`src/rtl/flr_pkg.sv`:
```
package flr_pkg;

  // Outcome of one counting window against the target multiple.
  typedef struct packed {
    logic over;   // count above target
    logic under;  // count below target
    logic exact;  // count equals target
    logic far;    // count misses by more than one
  } win_cls_t;

  // Bit positions within the clear strobe.
  localparam int CLR_LOCK = 0;
  localparam int CLR_FHI  = 1;
  localparam int CLR_FLO  = 2;

endpackage

```
`src/rtl/flr_edge_sync.sv`:
```
module flr_edge_sync #(
  parameter int STAGES = 2
) (
  input  logic clk_i,
  input  logic rst_ni,
  input  logic async_i,
  output logic rise_o
);

  logic [STAGES-1:0] sync_q;
  logic              prev_q;

  // Shift the asynchronous level through STAGES flops, then keep one more
  // copy so a rising transition can be seen as a single-cycle pulse.
  always_ff @(posedge clk_i or negedge rst_ni) begin
    if (!rst_ni) begin
      sync_q <= '0;
      prev_q <= 1'b0;
    end else begin
      sync_q <= {sync_q[STAGES-2:0], async_i};
      prev_q <= sync_q[STAGES-1];
    end
  end

  assign rise_o = sync_q[STAGES-1] & ~prev_q;

endmodule

```
`src/rtl/flr_window.sv`:
```
module flr_window
  import flr_pkg::*;
#(
  parameter int CNT_W  = 8,
  parameter int TGT_LO = 8,
  parameter int TGT_HI = 16
) (
  input  logic     clk_i,
  input  logic     rst_ni,
  input  logic     rise_i,
  input  logic     en_i,
  input  logic     mode_x16_i,
  output logic     eval_o,
  output win_cls_t cls_o
);

  localparam logic [CNT_W-1:0] CNT_MAX = {CNT_W{1'b1}};
  localparam logic [CNT_W-1:0] CNT_ONE = CNT_W'(1);
  localparam logic [CNT_W:0]   EXT_ONE = (CNT_W+1)'(1);

  logic [CNT_W-1:0] cnt_q;
  logic             primed_q;
  logic [CNT_W-1:0] tgt;
  logic [CNT_W:0]   cnt_ext;
  logic [CNT_W:0]   tgt_ext;

  // Cycle counter: restarts at one on each edge, saturates at the top.
  always_ff @(posedge clk_i or negedge rst_ni) begin
    if (!rst_ni) begin
      cnt_q <= '0;
    end else if (rise_i) begin
      cnt_q <= CNT_ONE;
    end else if (cnt_q != CNT_MAX) begin
      cnt_q <= cnt_q + CNT_ONE;
    end
  end

  // A window is only trusted once an edge has been seen while enabled.
  always_ff @(posedge clk_i or negedge rst_ni) begin
    if (!rst_ni) begin
      primed_q <= 1'b0;
    end else if (!en_i) begin
      primed_q <= 1'b0;
    end else if (rise_i) begin
      primed_q <= 1'b1;
    end
  end

  assign tgt     = mode_x16_i ? CNT_W'(TGT_HI) : CNT_W'(TGT_LO);
  assign cnt_ext = {1'b0, cnt_q};
  assign tgt_ext = {1'b0, tgt};
  assign eval_o  = rise_i & en_i & primed_q;

  always_comb begin
    cls_o.over  = cnt_q > tgt;
    cls_o.under = cnt_q < tgt;
    cls_o.exact = cnt_q == tgt;
    cls_o.far   = (cnt_ext > tgt_ext + EXT_ONE) || (tgt_ext > cnt_ext + EXT_ONE);
  end

endmodule

```
`src/rtl/flr_trim.sv`:
```
module flr_trim #(
  parameter int TRIM_W = 8
) (
  input  logic              clk_i,
  input  logic              rst_ni,
  input  logic              en_i,
  input  logic              eval_i,
  input  logic              over_i,
  input  logic              under_i,
  output logic [TRIM_W-1:0] trim_o
);

  localparam logic [TRIM_W-1:0] T_MAX = {TRIM_W{1'b1}};
  localparam logic [TRIM_W-1:0] T_MID = TRIM_W'(1) << (TRIM_W-1);
  localparam logic [TRIM_W-1:0] T_ONE = TRIM_W'(1);

  logic [TRIM_W-1:0] trim_q;
  logic [TRIM_W-1:0] trim_d;

  always_comb begin
    trim_d = trim_q;
    if (eval_i && over_i && trim_q != '0) begin
      trim_d = trim_q - T_ONE;
    end else if (eval_i && under_i && trim_q != T_MAX) begin
      trim_d = trim_q + T_ONE;
    end
  end

  always_ff @(posedge clk_i or negedge rst_ni) begin
    if (!rst_ni) begin
      trim_q <= T_MID;
    end else begin
      trim_q <= trim_d;
    end
  end

  assign trim_o = trim_q;

  // any change is a single step, and only after a window ends
  p_step_one_r4 : assert property (@(posedge clk_i) disable iff (!rst_ni)
    (trim_q != $past(trim_q)) |->
      ((trim_q == $past(trim_q) + T_ONE) || (trim_q == $past(trim_q) - T_ONE)));
  p_step_on_eval_r4 : assert property (@(posedge clk_i) disable iff (!rst_ni)
    (trim_q != $past(trim_q)) |-> $past(eval_i));
  // no wrap at either end
  p_no_wrap_top_r5 : assert property (@(posedge clk_i) disable iff (!rst_ni)
    ($past(trim_q) == T_MAX) |-> (trim_q != '0));
  p_no_wrap_bot_r5 : assert property (@(posedge clk_i) disable iff (!rst_ni)
    ($past(trim_q) == '0) |-> (trim_q != T_MAX));
  // held while regulation is off
  p_hold_off_r13 : assert property (@(posedge clk_i) disable iff (!rst_ni)
    !en_i |=> $stable(trim_q));

endmodule

```
`src/rtl/flr_lock_mon.sv`:
```
module flr_lock_mon #(
  parameter int LOCK_WINS = 4,
  parameter int LOSS_WINS = 2
) (
  input  logic clk_i,
  input  logic rst_ni,
  input  logic en_i,
  input  logic eval_i,
  input  logic exact_i,
  input  logic far_i,
  output logic locked_o,
  output logic lock_set_o
);

  localparam int RW = $clog2(LOCK_WINS + 1);
  localparam int MW = $clog2(LOSS_WINS + 1);
  localparam logic [RW-1:0] RUN_SAT  = RW'(LOCK_WINS);
  localparam logic [RW-1:0] RUN_LAST = RW'(LOCK_WINS - 1);
  localparam logic [MW-1:0] MISS_SAT  = MW'(LOSS_WINS);
  localparam logic [MW-1:0] MISS_LAST = MW'(LOSS_WINS - 1);

  logic [RW-1:0] run_q, run_d;
  logic [MW-1:0] miss_q, miss_d;
  logic          locked_q, locked_d;
  logic          gain, loss;

  assign gain = eval_i && exact_i && !locked_q && (run_q == RUN_LAST);
  assign loss = eval_i && far_i && locked_q && (miss_q == MISS_LAST);

  always_comb begin
    run_d    = run_q;
    miss_d   = miss_q;
    locked_d = locked_q;
    if (!en_i) begin
      run_d    = '0;
      miss_d   = '0;
      locked_d = 1'b0;
    end else if (eval_i) begin
      if (exact_i) begin
        run_d = (run_q == RUN_SAT) ? run_q : run_q + RW'(1);
      end else begin
        run_d = '0;
      end
      if (far_i) begin
        miss_d = (miss_q == MISS_SAT) ? miss_q : miss_q + MW'(1);
      end else begin
        miss_d = '0;
      end
      if (gain) begin
        locked_d = 1'b1;
      end else if (loss) begin
        locked_d = 1'b0;
      end
    end
  end

  always_ff @(posedge clk_i or negedge rst_ni) begin
    if (!rst_ni) begin
      run_q    <= '0;
      miss_q   <= '0;
      locked_q <= 1'b0;
    end else begin
      run_q    <= run_d;
      miss_q   <= miss_d;
      locked_q <= locked_d;
    end
  end

  assign locked_o   = locked_q;
  assign lock_set_o = gain && en_i;

  // lock is only entered at the end of an exact window
  p_lock_on_exact_r6 : assert property (@(posedge clk_i) disable iff (!rst_ni)
    $rose(locked_q) |-> $past(eval_i && exact_i));
  // lock is only dropped by a far window or by disabling
  p_loss_cause_r7 : assert property (@(posedge clk_i) disable iff (!rst_ni)
    $fell(locked_q) |-> $past((eval_i && far_i) || !en_i));
  // disabling always clears the lock state
  p_drop_when_off_r13 : assert property (@(posedge clk_i) disable iff (!rst_ni)
    !en_i |=> !locked_q);

endmodule

```
`src/rtl/flr_status.sv`:
```
module flr_status
  import flr_pkg::*;
#(
  parameter int TRIM_W = 8
) (
  input  logic              clk_i,
  input  logic              rst_ni,
  input  logic              eval_i,
  input  logic              over_i,
  input  logic              under_i,
  input  logic [TRIM_W-1:0] trim_i,
  input  logic              lock_set_i,
  input  logic [2:0]        clr_i,
  output logic              lock_flag_o,
  output logic              fail_hi_o,
  output logic              fail_lo_o
);

  localparam logic [TRIM_W-1:0] T_MAX = {TRIM_W{1'b1}};

  logic set_hi, set_lo;
  logic lk_q, hi_q, lo_q;

  assign set_hi = eval_i && under_i && (trim_i == T_MAX);
  assign set_lo = eval_i && over_i && (trim_i == '0);

  // Set has priority over the clear strobe.
  always_ff @(posedge clk_i or negedge rst_ni) begin
    if (!rst_ni) begin
      lk_q <= 1'b0;
      hi_q <= 1'b0;
      lo_q <= 1'b0;
    end else begin
      lk_q <= lock_set_i | (lk_q & ~clr_i[CLR_LOCK]);
      hi_q <= set_hi     | (hi_q & ~clr_i[CLR_FHI]);
      lo_q <= set_lo     | (lo_q & ~clr_i[CLR_FLO]);
    end
  end

  assign lock_flag_o = lk_q;
  assign fail_hi_o   = hi_q;
  assign fail_lo_o   = lo_q;

  // fail-high only while the trim code sits at the top
  p_fail_hi_at_top_r9 : assert property (@(posedge clk_i) disable iff (!rst_ni)
    $rose(hi_q) |-> $past(trim_i == T_MAX));
  // fail-low only while the trim code sits at the bottom
  p_fail_lo_at_bottom_r10 : assert property (@(posedge clk_i) disable iff (!rst_ni)
    $rose(lo_q) |-> $past(trim_i == '0));
  // a flag only falls after its clear bit
  p_clear_hi_r12 : assert property (@(posedge clk_i) disable iff (!rst_ni)
    $fell(hi_q) |-> $past(clr_i[CLR_FHI]));

endmodule

```
`src/rtl/flr_regulator.sv`:
```
module flr_regulator
  import flr_pkg::*;
#(
  parameter int TRIM_W    = 8,
  parameter int CNT_W     = 8,
  parameter int SYNC_STG  = 2,
  parameter int TGT_LO    = 8,
  parameter int TGT_HI    = 16,
  parameter int LOCK_WINS = 4,
  parameter int LOSS_WINS = 2
) (
  input  logic              clk_fast_i,
  input  logic              rst_n_i,
  input  logic              ref_clk_i,
  input  logic              reg_en_i,
  input  logic              mode_x16_i,
  input  logic [2:0]        flag_clr_i,
  output logic [TRIM_W-1:0] trim_o,
  output logic              unlocked_o,
  output logic              lock_flag_o,
  output logic              fail_hi_o,
  output logic              fail_lo_o
);

  logic     rise;
  logic     eval;
  win_cls_t cls;
  logic     locked;
  logic     lock_set;

  flr_edge_sync #(.STAGES(SYNC_STG)) u_sync (
    .clk_i  (clk_fast_i),
    .rst_ni (rst_n_i),
    .async_i(ref_clk_i),
    .rise_o (rise)
  );

  flr_window #(.CNT_W(CNT_W), .TGT_LO(TGT_LO), .TGT_HI(TGT_HI)) u_win (
    .clk_i     (clk_fast_i),
    .rst_ni    (rst_n_i),
    .rise_i    (rise),
    .en_i      (reg_en_i),
    .mode_x16_i(mode_x16_i),
    .eval_o    (eval),
    .cls_o     (cls)
  );

  flr_trim #(.TRIM_W(TRIM_W)) u_trim (
    .clk_i  (clk_fast_i),
    .rst_ni (rst_n_i),
    .en_i   (reg_en_i),
    .eval_i (eval),
    .over_i (cls.over),
    .under_i(cls.under),
    .trim_o (trim_o)
  );

  flr_lock_mon #(.LOCK_WINS(LOCK_WINS), .LOSS_WINS(LOSS_WINS)) u_lock (
    .clk_i     (clk_fast_i),
    .rst_ni    (rst_n_i),
    .en_i      (reg_en_i),
    .eval_i    (eval),
    .exact_i   (cls.exact),
    .far_i     (cls.far),
    .locked_o  (locked),
    .lock_set_o(lock_set)
  );

  flr_status #(.TRIM_W(TRIM_W)) u_stat (
    .clk_i      (clk_fast_i),
    .rst_ni     (rst_n_i),
    .eval_i     (eval),
    .over_i     (cls.over),
    .under_i    (cls.under),
    .trim_i     (trim_o),
    .lock_set_i (lock_set),
    .clr_i      (flag_clr_i),
    .lock_flag_o(lock_flag_o),
    .fail_hi_o  (fail_hi_o),
    .fail_lo_o  (fail_lo_o)
  );

  assign unlocked_o = ~locked;

endmodule

```
`config.mk`:
```
export PLATFORM = sky130hd
export DESIGN_NAME = flr_regulator
export DESIGN_NICKNAME = d
export VERILOG_FILES = /design/src/rtl/flr_pkg.sv /design/src/rtl/flr_edge_sync.sv /design/src/rtl/flr_window.sv /design/src/rtl/flr_trim.sv /design/src/rtl/flr_lock_mon.sv /design/src/rtl/flr_status.sv /design/src/rtl/flr_regulator.sv
export SDC_FILE = /design/constraint.sdc
export NUM_CORES = 1
export LEC_CHECK = 0
export ABC_AREA = 0
export BUFFER_PORTS_ARGS = -buffer_cell sky130_fd_sc_hd__clkbuf_2
export CAP_MARGIN = 5
export CELL_PAD_IN_SITES_DETAIL_PLACEMENT = 0
export CELL_PAD_IN_SITES_GLOBAL_PLACEMENT = 2
export CORE_MARGIN = 2
export CORE_UTILIZATION = 27
export CTS_CLUSTER_DIAMETER = 80
export DETAILED_ROUTE_END_ITERATION = 16
export HOLD_SLACK_MARGIN = 0.05
export PLACE_DENSITY = 0.7
export SETUP_SLACK_MARGIN = 0.5
export SLEW_MARGIN = 20
export SYNTH_ARGS = -nofsm -noshare
export SYNTH_HDL_FRONTEND = slang
export SYNTH_SLANG_ARGS = --single-unit
```
`constraint.sdc`:
```
create_clock -name clk_fast_i -period 5.43 [get_ports clk_fast_i]
set_input_delay 1.086 -clock clk_fast_i [delete_from_list [all_inputs] [get_ports clk_fast_i]]
set_output_delay 1.086 -clock clk_fast_i [all_outputs]
set_load 0.1 [all_outputs]
```
==> results of run 1 <==
power by group through the flow:
stage,logic [uW],registers [uW],clock network (uW)
floorplan,185,485,0
global placement,435,322,0
detailed placement,433,321,0
CTS,435,317,210
global route,474,328,221
finish,429,316,201
cells in the final DEF (no fill, tap or decap), types with 5 or more instances in the layout:
cell	instances
ha_1	20
a21oi_1	12
nand3_1	7
inv_1	18
nor2b_1	5
clkbuf_2	19
nand2_1	8
o21ai_0	8
clkbuf_8	7
dfrtp_1	28
nand4_1	8
xnor2_1	8
nor2_1	15
path summary, 6_finish.rpt:
kind / slack (ns) / endpoint / startpoint / cells after the start
hold / removal: 0.35 / u_sync.sync_q[1]$_DFF_PN0_ / u_sync.sync_q[0]$_DFF_PN0_ / 0
setup / recovery: 1.65 / u_trim.trim_o[6]$_DFFE_PN0P_ / mode_x16_i / 12
min in group asynchronous: 0.85 / u_win.cnt_q[3]$_DFFE_PN0P_ / rst_n_i / 1
setup reg to reg: 2.23 / u_trim.trim_o[6]$_DFFE_PN0P_ / u_win.cnt_q[4]$_DFFE_PN0P_ / 10
max in group asynchronous: 4.09 / u_lock.run_q[0]$_DFFE_PN0P_ / rst_n_i / 1
hold reg to reg: 0.35 / u_sync.sync_q[1]$_DFF_PN0_ / u_sync.sync_q[0]$_DFF_PN0_ / 0
area by class of cell:
class / count / share of cell area, %
inverters: 18 / 3.07
multi-input cells: 144 / 49.5
repair buffers: 19 / 4.32
flip-flops and latches: 29 / 33.0
well taps: 96 / 5.46
clock buffers: 7 / 4.38
clock inverters: 1 / 0.228
per-stage QoR:
stage / hold slack [ns] / util [%] / total power, uW
2_1_floorplan: 0.331 / - / 670
5_1_grt: 0.364 / 32.2 / 1020
3_5_place_dp: 0.337 / 30.7 / 754
3_3_place_gp: 0.333 / 30.7 / 757
4_1_cts: 0.354 / 32.2 / 962
6_report: 0.350 / 32.2 / 946
critical path, stage by stage:
cell and delay (ns):
clkbuf_2 0.10, inv_1 0.07, ha_1 0.32, nor2b_1 0.17
and4_4 0.24, nor3_2 0.47, ha_1 0.38, nor2b_1 0.16
o31a_1 0.25, o21a_1 0.18, or3_1 0.31, a31o_1 0.22
layer usage:
metal,track usage (%),vias to the layer above
met1,17.1,687
met3,3.17,5
li1,-,740
met2,16.6,18
met4,4.55,0
met5,0,-
flip-flops by register name (all words and copies together) (netlist names):
name / count
u_lock.locked_o: 1
u_lock.miss_q: 2
u_lock.run_q: 3
u_stat.fail_hi_o: 1
u_stat.fail_lo_o: 1
u_stat.lock_flag_o: 1
u_sync.prev_q: 1
u_sync.sync_q: 2
u_trim.trim_o: 8
u_win.cnt_q: 8
u_win.primed_q: 1
cells by family after synthesis:
logic type               synth area share (%)
AO/OA/AOI/OAI                            15.1
XOR/XNOR                                 5.02
adder cells (fa/ha/maj)                  14.1
buffers and inverters                    5.41
flip-flops                               37.9
multiplexers                             2.93
AND/OR/NAND/NOR                          19.6
==> run metrics, run 1 <==
vias in the first global route=1,454; final wirelength=3.98 mm; # clock sinks=29; P_int=488 uW; critical path launch point type=input pin; final setup margin=1.65 ns; setup bufs post-CTS=0; Area contributors post-synth=dfrtp_1 37%, ha_1 13%, xnor2_1 3.7%; Final Max Tran Viols=0; pwr dens=430 nW/um^2; Syn Inst Count=196; initial core utilization=28.1%; Vias per Instance=4.62; met3 routed WL=132 um; RSZ-0062 raised after global routing=no; area delta synth->final=14.6%; dpl cells=306; DRC viols=0; footprint of the multi-input gates=1090 sq um; sequential share of power=33.4%; first drt pass iteration count=4; antenna violations before repair=0; post-DP HPWL=2.99 mm; Cell Count, Final, Fillers Out=314; placed cell areas=2100 sq um; io pins=20; top sig layer=met4; CP max FO=8; hold crit path type=reg2reg; status=finished clean; WL met2=1.69 mm; clk buf depth=2; first-pass GRT wire length=7.08 mm; die span in y=88.3 um; Critical Path AT=3.95 ns; EDFF count, synth=0; WL/cell=12.7 um; Switching Share=48.4%; Hold-fix buffers, CTS=0; Die Wd=88.3 um; DIE AREA=7800 sq um; f_max=0.264 GHz; slew margin rel.=47.6%; PostCTS Resize Cnt=0; Routed Antenna Nets=0; Mean Syn Cell Area=9.79 sq um; setup_tns=0 ns; gr usage total=11.8%; Comb power frac=45.4%; clk root buf=clkbuf_8; asr flop ratio synth=100%; cell accounting for the most synthesized area=dfrtp_1; Max H-tree Level=2; Syn Std Cell Area=1920 sq um; n_diodes=0; synthesized flop and latch total=29; Via Count=1,450; clk slew on worst S/H paths=0.07 ns; Port Buf Inserts=19; Synth top cells by count=28 x dfrtp_1, 20 x ha_1, 18 x inv_1; Final Instance Area=2200 sq um; sequential fraction of the synthesis area=37.9%; RD Place Congestion=0.735; Clock Power Share=21.2%; Std-Cell Rows=30; synth warn=0; VDD IR max=0.148 mV; kind of critical path=in2reg; Max-Cap Viols=0; Hold Violations, Final=0; synth unique cells=50; # fillers=757; storage element area=727 sq um; NetSw=458 uW; TritonCTS clock tree=built; pre-CTS setup slack=1.34 ns; Leak=0.000973 uW; Iter 0 DRT Violations=25; total CTS buffers=5; wire length on met1=2.09 mm; Final Setup Violations=0; fin nets=246; largest net degree at the start of global routing=30; Worst Tran Pin Value=0.784 ns; most common cell in the synthesized netlist=dfrtp_1; Crit. End Element=flop; core area=6830 sq um; Top FF cell, synth=dfrtp_1; share of post-route cells with drive strength above 1=18.3%; Synth top area share=36.5%; total grt overflow=0; Clock Latency Late Sink=0.28 ns; Tcrit/Tclk final=69.6%; clock skew=0.00739 ns; Req. time, crit path=5.60 ns; net count after synthesis=225; fin crit period=3.78 ns
(Power assumes the default switching activity.)
==> run 2, diff against run 1 <==
- ABC_AREA: 0 -> 1
- PLACE_DENSITY: 0.7 -> 0.76
- clock period: 5.43 -> 3.35 ns (I/O delays scaled with it)
==> run 2 against run 1 <==
Setup slack got worse by 0.94 ns. Synthesized area increased by 2.9%. Utilization increased by 0.15 points. Die area increased by 2.7%.
==> run metrics, run 2 <==
die span in y=89.5 um (+1.4%); initial core utilization=27.5% (-0.58 points); Std-Cell Rows=31 (+3.3%); core area=7180 sq um (+5.0%); Total Power=1760 uW (+86%); Top FF cell, synth=dfrtp_1; n_diodes=0 (unchanged); critical path launch point type=input pin; first drt pass iteration count=4 (unchanged); R2R Setup Slk=0.86 ns (-1.37 ns); setup_tns=0 ns (unchanged); RD Place Congestion=0.862 (+17%); asr flop ratio synth=100% (unchanged); clk buf depth=2 (unchanged); storage element area=727 sq um (unchanged); total CTS buffers=5 (unchanged); Vias per Instance=4.42 (-4.2%); synth unique cells=36 (-28%); Area contributors post-synth=dfrtp_1 35%, ha_1 13%, nand2_1 8.7%; r2r startpoint=u_win.cnt_q[4]$_DFFE_PN0P_; DIE AREA=8010 sq um (+2.7%); Leak=0.00112 uW (+15%); Critical Path AT=2.80 ns (-1.15 ns); sequential fraction of the synthesis area=36.8% (-1.1 points); Worst Tran Pin Value=0.786 ns (+0.00147 ns); Req. time, crit path=3.51 ns (-2.09 ns); Clock Latency Late Sink=0.27 ns (about the same); most common cell in the synthesized netlist=nand2_1; # fillers=769 (+1.6%); Synth top area share=35.5% (-1.0 points); Max-Cap Viols=0 (unchanged); synthesized flop and latch total=29 (unchanged); antenna violations before repair=0 (unchanged); Hold Violations, Final=0 (unchanged); Hold-fix buffers, CTS=0 (unchanged); pwr dens=758 nW/um^2 (+76%); footprint of the multi-input gates=1110 sq um (+1.8%); cell accounting for the most synthesized area=dfrtp_1; VDD IR max=0.604 mV (+310%); EDFF count, synth=0 (unchanged); TritonCTS clock tree=built; Final Max Tran Viols=0 (unchanged); fin crit period=2.64 ns; Final Setup Violations=0 (unchanged); Die Wd=89.5 um (+1.4%); gr usage total=12.5% (+0.70 points); fin nets=299 (+22%); Tcrit/Tclk final=78.9%; io pins=20 (unchanged); first-pass GRT wire length=7.62 mm (+7.6%); Routed Antenna Nets=0 (unchanged); vias in the first global route=1,644 (+13%); placed cell areas=2190 sq um (+4.4%); share of post-route cells with drive strength above 1=20.7% (+2.4 points); area delta synth->final=17.6%; synth warn=0 (unchanged); Worst Reg-to-Reg Cells=14 (+4); most frequent cells in the layout=46 x nand2_1, 35 x inv_1, 28 x dfrtp_1; WL/cell=12.1 um (-4.7%); hold crit path type=reg2reg; RSZ-0062 raised after global routing=no; Hold Crit Depth=0 (unchanged); Util after Layout=32.3% (+0.15 points); Crit. End Element=flop; hold path startpoint=u_sync.sync_q[0]$_DFF_PN0_; Via Count=1,632 (+13%); f_max=0.379 GHz; # clock sinks=29 (unchanged); clk slew on worst S/H paths=0.06 ns (about the same); largest net degree at the start of global routing=30 (unchanged); kind of critical path=in2reg; status=finished clean; Mean Syn Cell Area=8.13 sq um (-17%); Iter 0 DRT Violations=38 (+52%); hold slack=0.352 ns (+0.00248 ns); Syn Std Cell Area=1970 sq um (+2.9%); Final Instance Area=2320 sq um (+5.5%); Max H-tree Level=2 (unchanged); end of the worst register-to-register path=u_trim.trim_o[6]$_DFFE_PN0P_; net count after synthesis=272 (+21%); Syn Inst Count=243 (+24%); Synth top cells by count=46 x nand2_1, 37 x inv_1, 28 x dfrtp_1; CP max FO=6 (-2); post-DP HPWL=3.44 mm (+15%); final wirelength=4.46 mm (+12%); total grt overflow=0 (unchanged); slew margin rel.=47.6% (about the same); clk root buf=clkbuf_8; Port Buf Inserts=19 (unchanged); DRC viols=0 (unchanged); clock skew=0.00163 ns (-0.00576 ns); hold endpoint=u_sync.sync_q[1]$_DFF_PN0_; most common cell after layout, fill and taps aside=nand2_1
## run 2: changes by cell type in the layout (fill, tap and decap cells not counted), moves of 6 or more
cell	previous run	this run
nand2_1	8	46
inv_1	18	35
xnor2_1	8	1
inv_2	0	6
## run 2: logic make-up (layout without fill, tap and decap cells)
group,after synthesis,in the layout,share of synthesized area [%]
buf+inv,44,71,8.81
simple gates,105,105,26.7
flops,29,29,36.8
compound gates,37,37,10.9
fa+ha+maj,21,21,13.7
xor+xnor,7,7,3.11
## run 2: routing by layer
metal	GRT usage (%)	share of wire, %	up-vias
met1	15.8	49	752
met5	0	0	-
met3	3.42	2.9	2
met2	21.0	48	22
li1	-	-	856
met4	3.26	0.38	0
## run 2: area by class of cell
cell class | instances | share of cell area, %
Clock buffer | 7 | 3.72
Inverter | 43 | 7.12
Sequential cell | 29 | 31.3
Tap cell | 99 | 5.34
Multi-Input combinational cell | 170 | 47.8
Timing Repair Buffer | 21 | 4.74
## run 2: metrics by stage
step,cells,setup slack (ns)
6_report,369,0.708
5_1_grt,369,0.523
4_1_cts,368,0.570
3_5_place_dp,361,0.201
3_3_place_gp,361,0.260
2_1_floorplan,243,0.501
## run 2: worst max path at each step
stage | from | end | slack (ns) | depth (start not counted)
final | mode_x16_i | u_trim.trim_o[6]$_DFFE_PN0P_ | 0.71 | 16
after global routing | mode_x16_i | u_trim.trim_o[6]$_DFFE_PN0P_ | 0.52 | 16
after CTS | mode_x16_i | u_trim.trim_o[6]$_DFFE_PN0P_ | 0.57 | 15
after detailed placement | mode_x16_i | u_trim.trim_o[6]$_DFFE_PN0P_ | 0.20 | 15
after global placement | mode_x16_i | u_trim.trim_o[6]$_DFFE_PN0P_ | 0.26 | 15
after floorplan | u_trim.trim_o[1]$_DFFE_PN0P_ | u_trim.trim_o[6]$_DFFE_PN0P_ | 0.50 | 14
## run 2: critical path, cell delays in order
cell	delay, ns
clkbuf_2	0.11
inv_1	0.08
ha_1	0.33
inv_2	0.07
nor2_4	0.13
nand4_4	0.11
nand4_4	0.15
inv_4	0.07
ha_1	0.32
a21oi_1	0.15
o21ai_1	0.11
a21oi_1	0.13
nor2_1	0.05
nor2_1	0.10
xor2_1	0.15
a21oi_1	0.07
## run 2: power breakdown
part | internal [uW] | switching (uW)
clock | 163 | 135
combinational | 234 | 691
sequential | 434 | 103
total | 831 | 928
## run 2: timing repair
action	4_1_cts	5_1_grt
buffers inserted	0	1
pin swaps	0	1
resized for setup	1	9
endpoints found under the setup margin	1	4
gates cloned	0	0
